### src/rtl/dup_pkg.sv
package dup_pkg;

    localparam int NUM_NETS = 9;

    typedef enum logic [3:0] {
        NET_A  = 4'd0,
        NET_B  = 4'd1,
        NET_CI = 4'd2,
        NET_X  = 4'd3,
        NET_G  = 4'd4,
        NET_T  = 4'd5,
        NET_OR = 4'd6,
        NET_S  = 4'd7,
        NET_CO = 4'd8
    } fa_net_e;

    typedef enum logic [1:0] {
        CLS_CLEAN  = 2'd0,
        CLS_ONE    = 2'd1,
        CLS_SILENT = 2'd2,
        CLS_SPLIT  = 2'd3
    } cls_e;

    typedef struct packed {
        logic       en;
        logic [3:0] net;
        logic       val;
    } stage_flt_t;

    function automatic logic force_net(logic v, logic hit, logic sv);
        return hit ? sv : v;
    endfunction

endpackage

### src/rtl/dup_fa_stage.sv
module dup_fa_stage
    import dup_pkg::*;
(
    input  logic       a,
    input  logic       b,
    input  logic       ci,
    input  stage_flt_t flt,
    output logic       s,
    output logic       co
);
    logic [NUM_NETS-1:0] hit;
    logic ax, bx, cx, x, g, t, o;

    always_comb begin
        for (int k = 0; k < NUM_NETS; k++) begin
            hit[k] = flt.en && (flt.net == 4'(k));
        end
    end

    assign ax = force_net(a, hit[NET_A], flt.val);
    assign bx = force_net(b, hit[NET_B], flt.val);
    assign cx = force_net(ci, hit[NET_CI], flt.val);
    assign x  = force_net(ax ^ bx, hit[NET_X], flt.val);
    assign g  = force_net(ax & bx, hit[NET_G], flt.val);
    assign t  = force_net(x & cx, hit[NET_T], flt.val);
    assign o  = force_net(g | t, hit[NET_OR], flt.val);
    assign s  = force_net(x ^ cx, hit[NET_S], flt.val);
    assign co = force_net(o, hit[NET_CO], flt.val);

endmodule

### src/rtl/dup_rc_chain.sv
module dup_rc_chain
    import dup_pkg::*;
#(
    parameter int WIDTH = 8,
    parameter int SW    = $clog2(WIDTH)
) (
    input  logic [WIDTH-1:0] a,
    input  logic [WIDTH-1:0] b,
    input  logic             ci,
    input  logic             flt_en,
    input  logic [SW-1:0]    flt_stage,
    input  logic [3:0]       flt_net,
    input  logic             flt_val,
    output logic [WIDTH:0]   res
);
    logic [WIDTH:0]   carry;
    logic [WIDTH-1:0] sum;

    assign carry[0] = ci;

    for (genvar i = 0; i < WIDTH; i++) begin : g_stage
        stage_flt_t sf;
        assign sf.en  = flt_en && (int'(flt_stage) == i);
        assign sf.net = flt_net;
        assign sf.val = flt_val;

        dup_fa_stage u_fa (
            .a  (a[i]),
            .b  (b[i]),
            .ci (carry[i]),
            .flt(sf),
            .s  (sum[i]),
            .co (carry[i+1])
        );
    end

    assign res = {carry[WIDTH], sum};

endmodule

### src/rtl/dup_judge.sv
module dup_judge
    import dup_pkg::*;
#(
    parameter int WIDTH = 8
) (
    input  logic [WIDTH:0] gold,
    input  logic [WIDTH:0] r0,
    input  logic [WIDTH:0] r1_raw,
    input  logic           inv,
    output logic           err,
    output cls_e           cls,
    output logic           silent
);
    logic [WIDTH:0] r1;
    logic           w0, w1;

    assign r1  = inv ? ~r1_raw : r1_raw;
    assign w0  = (r0 != gold);
    assign w1  = (r1 != gold);
    assign err = (r0 != r1);

    always_comb begin
        unique case ({w0, w1})
            2'b00:        cls = CLS_CLEAN;
            2'b01, 2'b10: cls = CLS_ONE;
            default:      cls = err ? CLS_SPLIT : CLS_SILENT;
        endcase
    end

    assign silent = (cls == CLS_SILENT);

endmodule

### src/rtl/dup_adder_top.sv
module dup_adder_top
    import dup_pkg::*;
#(
    parameter int WIDTH   = 8,
    parameter bit REG_OUT = 1'b1,
    parameter int SW      = $clog2(WIDTH)
) (
    input  logic             clk,
    input  logic             rst,
    input  logic [WIDTH-1:0] a,
    input  logic [WIDTH-1:0] b,
    input  logic             cin,
    input  logic             inv_mode,
    input  logic             flt0_en,
    input  logic [SW-1:0]    flt0_stage,
    input  logic [3:0]       flt0_net,
    input  logic             flt0_val,
    input  logic             flt1_en,
    input  logic [SW-1:0]    flt1_stage,
    input  logic [3:0]       flt1_net,
    input  logic             flt1_val,
    output logic [WIDTH:0]   res_o,
    output logic             err_o,
    output logic             silent_o,
    output logic [1:0]       cls_o
);
    logic [WIDTH-1:0] a1, b1;
    logic             c1;
    logic [WIDTH:0]   gold, r0, r1_raw;
    logic             err_c, silent_c;
    cls_e             cls_c;
    logic             far_pair;

    assign a1 = inv_mode ? ~a : a;
    assign b1 = inv_mode ? ~b : b;
    assign c1 = inv_mode ? ~cin : cin;

    dup_rc_chain #(.WIDTH(WIDTH), .SW(SW)) u_gold (
        .a(a), .b(b), .ci(cin),
        .flt_en(1'b0), .flt_stage('0), .flt_net(4'd0), .flt_val(1'b0),
        .res(gold)
    );

    dup_rc_chain #(.WIDTH(WIDTH), .SW(SW)) u_copy0 (
        .a(a), .b(b), .ci(cin),
        .flt_en(flt0_en), .flt_stage(flt0_stage), .flt_net(flt0_net), .flt_val(flt0_val),
        .res(r0)
    );

    dup_rc_chain #(.WIDTH(WIDTH), .SW(SW)) u_copy1 (
        .a(a1), .b(b1), .ci(c1),
        .flt_en(flt1_en), .flt_stage(flt1_stage), .flt_net(flt1_net), .flt_val(flt1_val),
        .res(r1_raw)
    );

    dup_judge #(.WIDTH(WIDTH)) u_judge (
        .gold(gold), .r0(r0), .r1_raw(r1_raw), .inv(inv_mode),
        .err(err_c), .cls(cls_c), .silent(silent_c)
    );

    assign far_pair = flt0_en && flt1_en &&
                      ((int'(flt0_stage) > int'(flt1_stage) + 1) ||
                       (int'(flt1_stage) > int'(flt0_stage) + 1));

    if (REG_OUT) begin : g_reg
        always_ff @(posedge clk) begin
            if (rst) begin
                res_o    <= '0;
                err_o    <= 1'b0;
                silent_o <= 1'b0;
                cls_o    <= 2'd0;
            end else begin
                res_o    <= r0;
                err_o    <= err_c;
                silent_o <= silent_c;
                cls_o    <= cls_c;
            end
        end

        AST_IDLE_CLEAN: assert property (@(posedge clk) disable iff (rst)
            (!flt0_en && !flt1_en) |=> (cls_o == 2'd0 && !err_o));
        AST_SILENT_QUIET: assert property (@(posedge clk) disable iff (rst)
            silent_o |-> (!err_o && cls_o == 2'd2));
        AST_FAR_PAIR_SAFE: assert property (@(posedge clk) disable iff (rst)
            far_pair |=> !silent_o);
        AST_LONE_FAULT_SAFE: assert property (@(posedge clk) disable iff (rst)
            (flt0_en != flt1_en) |=> !silent_o);
        AST_ERR_CLASS: assert property (@(posedge clk) disable iff (rst)
            err_o |-> (cls_o == 2'd1 || cls_o == 2'd3));
    end else begin : g_comb
        assign res_o    = r0;
        assign err_o    = err_c;
        assign silent_o = silent_c;
        assign cls_o    = cls_c;
    end

endmodule

### config.mk
export PLATFORM = sky130hd
export DESIGN_NAME = dup_adder_top
export DESIGN_NICKNAME = d
export VERILOG_FILES = /design/src/rtl/dup_pkg.sv /design/src/rtl/dup_fa_stage.sv /design/src/rtl/dup_rc_chain.sv /design/src/rtl/dup_judge.sv /design/src/rtl/dup_adder_top.sv
export SDC_FILE = /design/constraint.sdc
export NUM_CORES = 1
export LEC_CHECK = 0
export BUFFER_PORTS_ARGS = -buffer_cell sky130_fd_sc_hd__buf_2
export CORE_MARGIN = 1
export CORE_UTILIZATION = 25
export CTS_CLUSTER_SIZE = 8
export DETAILED_ROUTE_END_ITERATION = 7
export GPL_ROUTABILITY_DRIVEN = 0
export MAX_ROUTING_LAYER = met4
export PLACE_DENSITY = 0.44
export SLEW_MARGIN = 10
export SYNTH_ARGS = -nofsm -noshare
export SYNTH_HDL_FRONTEND = slang
export SYNTH_HIERARCHICAL = 1
export SYNTH_SLANG_ARGS = --single-unit
### constraint.sdc
create_clock -name clk -period 10.83 [get_ports clk]
set_input_delay 0.5415 -clock clk [delete_from_list [all_inputs] [get_ports clk]]
set_output_delay 0.5415 -clock clk [all_outputs]
set_load 0.05 [all_outputs]
# [Word-level counts from Yosys, hierarchy flattened]
# Cells that the tools add are included.
# Widths: inputs -> output; s select.
[totals] regBits=13 in_bits=38 out_inout_bits=13 wordCells=480
[op_classes] n_eq_ne=36 muxes=150 bitwise_logic=124 n_reduce_logical=166
[ops] cell="$logic_and 1x1->1" count=160
[ops] cell="$mux 1" count=146
[ops] cell="$and 1x1->1" count=48
[ops] cell="$xor 1x1->1" count=48
[ops] cell="$eq 4x3->1 const B" count=8
[ops] cell="$ne 9x9->1" count=3
[ops] cell="$eq 3x3->1 const B" count=8
[ops] cell="$or 1x1->1" count=24
[ops] cell="$eq 4x2->1 const B" count=4
[ops] cell="$mux 8" count=2
[ops] cell="$not 8->8" count=2
[ops] cell="$eq 3x2->1 const B" count=4
[ops] cell="$mux 9" count=1
[ops] cell="$not 9->9" count=1
[ops] cell="$eq 4x1->1 const B" count=2
[ops] cell="$eq 4x4->1 const B" count=2
[ops] cell="$logic_not 4->1" count=2
[ops] cell="$eq 3x1->1 const B" count=2
[ops] cell="$logic_not 3->1" count=2
[ops] cell="$eq 2x2->1 const B" count=2
[ops] cell="$pmux 2 s2" count=1
[ops] cell="$eq 2x1->1 const B" count=1
[ops] cell="$logic_not 2->1" count=1
[ops] cell="$reduce_or 2->1" count=1
[ops] cell="$not 1->1" count=1

# [Longest topological paths before layout]
[logic_depth] word_depth=60 depth_mapped=54

# [Modules after synthesis]
# Netlist, hierarchy kept.
[modules_own_cells] module="dup_fa_stage" n_inst=24 cells_per_inst=26 area_each_um2=214.0
[modules_own_cells] module="dup_adder_top" n_inst=1 cells_per_inst=47 area_each_um2=530.5
[modules_own_cells] module="dup_judge" n_inst=1 cells_per_inst=57 area_each_um2=405.4
[modules_own_cells] module="dup_rc_chain" n_inst=3 cells_per_inst=9 area_each_um2=103.8

# [Worst setup path before layout]
# Ideal clock, no wire load.
[synth_timing] path_kind="input -> register" start="input port flt1_stage[1]" end="register cls_o[0]" setup_time_ps=118 t_arrival_ps=10627 t_required_ps=10712 setup_slack_ps=85 cell_stages=54 n_path_buf=1 path_cell_list="nor4b_2 > nand2b_4 > nor4b_1 > mux2_1 > ha_1 > mux2_2 > ha_1 > mux2_2 > nor4_1 > a211oi_1 > mux2_1 > ha_1 > mux2_2 > nor4_1 > a211oi_1 > mux2_1 > ha_1 > mux2_2 > (+18 left out) > ha_1 > mux2_2 > nor4_1 > a211oi_1 > mux2_1 > ha_1 > mux2_2 > nor4_1 > a211oi_1 > buf_4 > xor2_1 > nand3_1 > nor4_1 > o21ai_0 > ha_1 > nor2_1 > a21oi_1 > nor2b_1"
[synth_between] elab_chain_cells=59
[synth_rtl] element="start, declared" line_no="dup_adder_top.sv:19" text="input logic [SW-1:0] flt1_stage,"
[synth_rtl] element="$logic_not 3->1 (*)" line_no="dup_rc_chain.sv:23" text="assign sf.en = flt_en && (int'(flt_stage) == i);"
[synth_rtl] element="$logic_and 1x1->1 (*)" line_no="dup_rc_chain.sv:23"
[synth_rtl] element="$logic_and 1x1->1" line_no="dup_fa_stage.sv:16" text="hit[k] = flt.en && (flt.net == 4'(k));"
[synth_rtl] element="$mux 1" line_no="dup_pkg.sv:31" text="return hit ? sv : v;"
[synth_rtl] element="$xor 1x1->1" line_no="dup_fa_stage.sv:23" text="assign x = force_net(ax ^ bx, hit[NET_X], flt.val);"
[synth_rtl] element="$mux 1" line_no="dup_pkg.sv:31"
[synth_rtl] element="$and 1x1->1" line_no="dup_fa_stage.sv:25" text="assign t = force_net(x & cx, hit[NET_T], flt.val);"
[synth_rtl] element="$mux 1" line_no="dup_pkg.sv:31"
[synth_rtl] element="(+3 left out)"
[synth_rtl] element="via u_copy1.carry[1]" line_no="dup_rc_chain.sv:16" text="logic [WIDTH:0] carry;"
[synth_rtl] element="(+6 left out)"
[synth_rtl] element="via u_copy1.carry[2]" line_no="dup_rc_chain.sv:16"
[synth_rtl] element="(+6 left out)"
[synth_rtl] element="via u_copy1.carry[3]" line_no="dup_rc_chain.sv:16"
[synth_rtl] element="(+6 left out)"
[synth_rtl] element="via u_copy1.carry[4]" line_no="dup_rc_chain.sv:16"
[synth_rtl] element="(+6 left out)"
[synth_rtl] element="via u_copy1.carry[5]" line_no="dup_rc_chain.sv:16"
[synth_rtl] element="(+6 left out)"
[synth_rtl] element="via u_copy1.carry[6]" line_no="dup_rc_chain.sv:16"
[synth_rtl] element="(+6 left out)"
[synth_rtl] element="via u_copy1.carry[7]" line_no="dup_rc_chain.sv:16"
[synth_rtl] element="(+6 left out)"
[synth_rtl] element="via u_copy1.carry[8]" line_no="dup_rc_chain.sv:16"
[synth_rtl] element="$not 9->9" line_no="dup_judge.sv:17" text="assign r1 = inv ? ~r1_raw : r1_raw;"
[synth_rtl] element="$mux 9 (*)" line_no="dup_judge.sv:17"
[synth_rtl] element="$ne 9x9->1" line_no="dup_judge.sv:19" text="assign w1 = (r1 != gold);"
[synth_rtl] element="$eq 2x1->1 or $eq 2x2->1 (tied branches)" line_no="dup_judge.sv:23" text="unique case ({w0, w1})"
[synth_rtl] element="$reduce_or 2->1" line_no="dup_judge.sv:23"
[synth_rtl] element="$pmux 2 s2 (*)" line_no="dup_judge.sv:23"
[synth_rtl] element="via cls_c[0]" line_no="dup_adder_top.sv:31" text="cls_e cls_c;"
[synth_rtl] element="end signal, assigned" line_no="dup_adder_top.sv:76" text="cls_o <= cls_c;"
[synth_rtl] element="end, declared" line_no="dup_adder_top.sv:25" text="output logic [1:0] cls_o"
# Mark *: on every way through the listed nets, which the timed path passes. The rest lies on a longest branch.
# A chain may end at the register's enable or synchronous reset.

==> results.sh <==
export IMPL_async_flop_share_pct=0
export IMPL_period_minus_slack_ps=10490
export IMPL_clk_root_buffer_cell="clkbuf_16"
export IMPL_fin_ws_ps=338
export IMPL_worstHoldStart="rst"
export IMPL_dpl_cell_area_um2=8300
export IMPL_cts_num_sinks=13
export IMPL_fmax_mhz=95.3
export IMPL_pre_cts_ws_ps=-859
export IMPL_hold_end="res_o[5]$_SDFF_PP0_"
export IMPL_wl_per_cell_um=12.6
export IMPL_worst_pin_slew_ps=837
export IMPL_synth_top_family_by_area="simple AND/OR/NAND/NOR gates"
export IMPL_h_tree_depth=1
export IMPL_synth_simple_area_share_pct=40.1
export IMPL_grt_max_degree=61
export IMPL_maxCapViolations=0
export IMPL_grt_ovfl_total=0
export IMPL_ys_flop_type="dfxtp_1"
export IMPL_postCtsHoldBufs=0
export IMPL_hold_worst_slack_ps=641
export IMPL_synth_mux_area_share_pct=21.2
export IMPL_ios=51
export IMPL_hold_violations=0
export IMPL_grtUsageTotal_pct=14.0
export IMPL_cts_tree="built"
export IMPL_yosys_area_top_type="mux2_2"
export IMPL_finalWirelength_um=18400
export IMPL_vias=6515
export IMPL_ir_worst_vdd_v=0.0000429
export IMPL_route_detailed_drc=0
export IMPL_grt_pass1_vias=5930
export IMPL_power_uw=579
export IMPL_cp_end_kind="flop"
export IMPL_antenna_left=0
export IMPL_nets=1215
export IMPL_power_leakage_nw=4.09
export IMPL_syn_area_um2=6380
export IMPL_setup_violations=0
export IMPL_ys_seq_area_share_pct=4.08
export IMPL_numCtsBuffers=3
export IMPL_start_kind="primary input"
export IMPL_fin_cells=1458
export IMPL_synth_xor_area_share_pct=5.90
export IMPL_synthAdderAreaFrac_pct=9.61
export IMPL_hp_class="primary input to flop"
export IMPL_start_util_pct=25.4
export IMPL_slowest_stage="or3_1"
export IMPL_critical_path_required_ps=10960
export IMPL_worst_slew_margin_rel_pct=43.7
export IMPL_netlist_top_cells_area="mux2_2 13%, ha_1 9.6%, mux2_1 8.5%"
export IMPL_drive_above_1_share_pct=25.8
export IMPL_yosysUniqueCellTypes=39
export IMPL_cp_common_cell="mux2_4"
export IMPL_core_area_um2=25100
export IMPL_syn2layout_area_growth_pct=44.5
export IMPL_synth_top_area_share_pct=12.7
export IMPL_status="finished clean"
export IMPL_rsz0062_at_grt="true"
export IMPL_clkTransAtPathRegs_ps=50
export IMPL_critical_path_class="primary input to flop"
export IMPL_tns_ps=0
export IMPL_first_pass_iters=4
export IMPL_synth_edf_count=0
export IMPL_cts_buffer_depth=2
export IMPL_hold_path_depth=2
export IMPL_place_inst=1444
export IMPL_cp_arrival_ps=10630
export IMPL_ys_ff_latch=13
export IMPL_rows=58
export IMPL_utilization_pct=36.7
export IMPL_cellPowerDensity_nw_per_um2=62.8
export IMPL_dieHeight_um=162
export IMPL_syn_area_per_cell_um2=8.45
export IMPL_critical_path_max_fanout=3
export IMPL_routed_via_density=4.47
export IMPL_worst_path_largest_cell_delay_ps=370
export IMPL_antenna_found_initial=0
export IMPL_synth_compound_area_share_pct=16.6
export IMPL_hpwl_um=13900
export IMPL_first_iter_violations=270
export IMPL_slew_viol_final=0
export IMPL_ys_warn_count=6
export IMPL_fin_area_um2=9220
export IMPL_io_buffers=50
export IMPL_period_share_pct=96.9
export IMPL_grt_pass1_wl_um=29500
export IMPL_die_w_um=162
export IMPL_dieArea_um2=26200
export IMPL_synthCells=755
power breakdown:
group | internal (mW) | switching [mW] | leakage, nW
registers | 0.0535 | 0.00271 | 0.108
clock network | 0.0495 | 0.0254 | 0.0409
logic | 0.197 | 0.250 | 3.94
total | 0.300 | 0.278 | 4.09
critical path, delay by kind of cell:
kind	cells	cell delay, ps
mux	17	4840
simple gates	14	2380
fa+ha+maj	9	1490
compound gates	10	880
buf+inv	2	260
xor+xnor	1	200
area by class of cell:
class | count | area (um^2)
diodes | 1 | 2.50
inverters | 26 | 97.6
multi-input cells | 989 | 7760
well taps | 330 | 413
fillers | 2677 | 15900
clock buffers | 3 | 75.1
clock inverters | 1 | 5.00
flip-flops and latches | 13 | 260
repair buffers | 95 | 611
worst max-delay path by stage:
stage / from / end / slack, ps
final: flt0_stage[1] / cls_o[0]$_SDFF_PP0_ / 340
after global routing: flt1_stage[0] / cls_o[0]$_SDFF_PP0_ / -80
after CTS: flt1_stage[1] / cls_o[0]$_SDFF_PP0_ / 3
after detailed placement: flt0_stage[1] / cls_o[0]$_SDFF_PP0_ / -860
after global placement: flt0_stage[1] / cls_o[0]$_SDFF_PP0_ / -790
after floorplan: flt1_stage[1] / cls_o[0]$_SDFF_PP0_ / 90
cell families (layout without fill, tap and decap cells):
kind of cell    after synthesis  count (layout)
other cells                   1             281
compound gates              150             150
xor+xnor                     43              43
buf+inv                      32             125
flops                        13              13
simple gates                347             347
mux                         120             120
fa+ha+maj                    49              49
what timing repair did:
action                                  in CTS  in global routing
endpoints found under the setup margin       4                  4
resized for setup                           36                 95
setup buffers                                4                  5
pin swaps                                    4                 21
Yosys cell counts (2+ instances only):
cell	n
nor4b_1	48
a211oi_1	24
buf_4	3
o211a_1	24
nor3_1	25
o31ai_1	24
nand3b_1	24
and4bb_2	9
and4_2	3
nor4_1	52
mux2_2	72
ha_1	49
nand2_1	27
o21ai_0	50
nor2_1	28
and4b_2	9
nand2b_4	24
nor2b_1	37
inv_1	26
nand4_1	4
xnor2_1	9
dfxtp_1	13
a21oi_1	2
o21a_1	24
nor4b_2	3
xor2_1	34
nand3_1	3
and3b_1	24
mux2_1	48
nor3b_1	24
registers in the layout (all words and copies together), names as in the netlist:
register,count
cls_o,2
err_o,1
res_o,9
silent_o,1
cells in the final DEF, fill, tap and decap left out, drive strengths merged, types with 2 or more instances in the layout:
cell type,instances
o21ai,50
nand4,4
nor2,28
nand2b,24
o31ai,24
mux2,120
buf,95
and4bb,9
nor2b,37
o21a,24
xor2,34
nand3,3
a211oi,24
and3b,24
xnor2,9
ha,49
nand2,27
inv,26
nor4b,51
a21oi,2
clkbuf,3
and4,3
dfxtp,13
and4b,9
conb,280
nor4,52
nor3b,24
nand3b,24
nor3,25
o211a,24
metal layers:
| layer | vias up | routed length [um] | GRT usage [%] |
|---|---|---|---|
| met5 | - | 0 | - |
| met4 | 0 | 174 | 2.53 |
| met3 | 10 | 369 | 0.281 |
| met2 | 61 | 8640 | 23.4 |
| met1 | 2961 | 9250 | 19.0 |
| li1 | 3483 | - | - |
(Power assumes the default switching activity.)
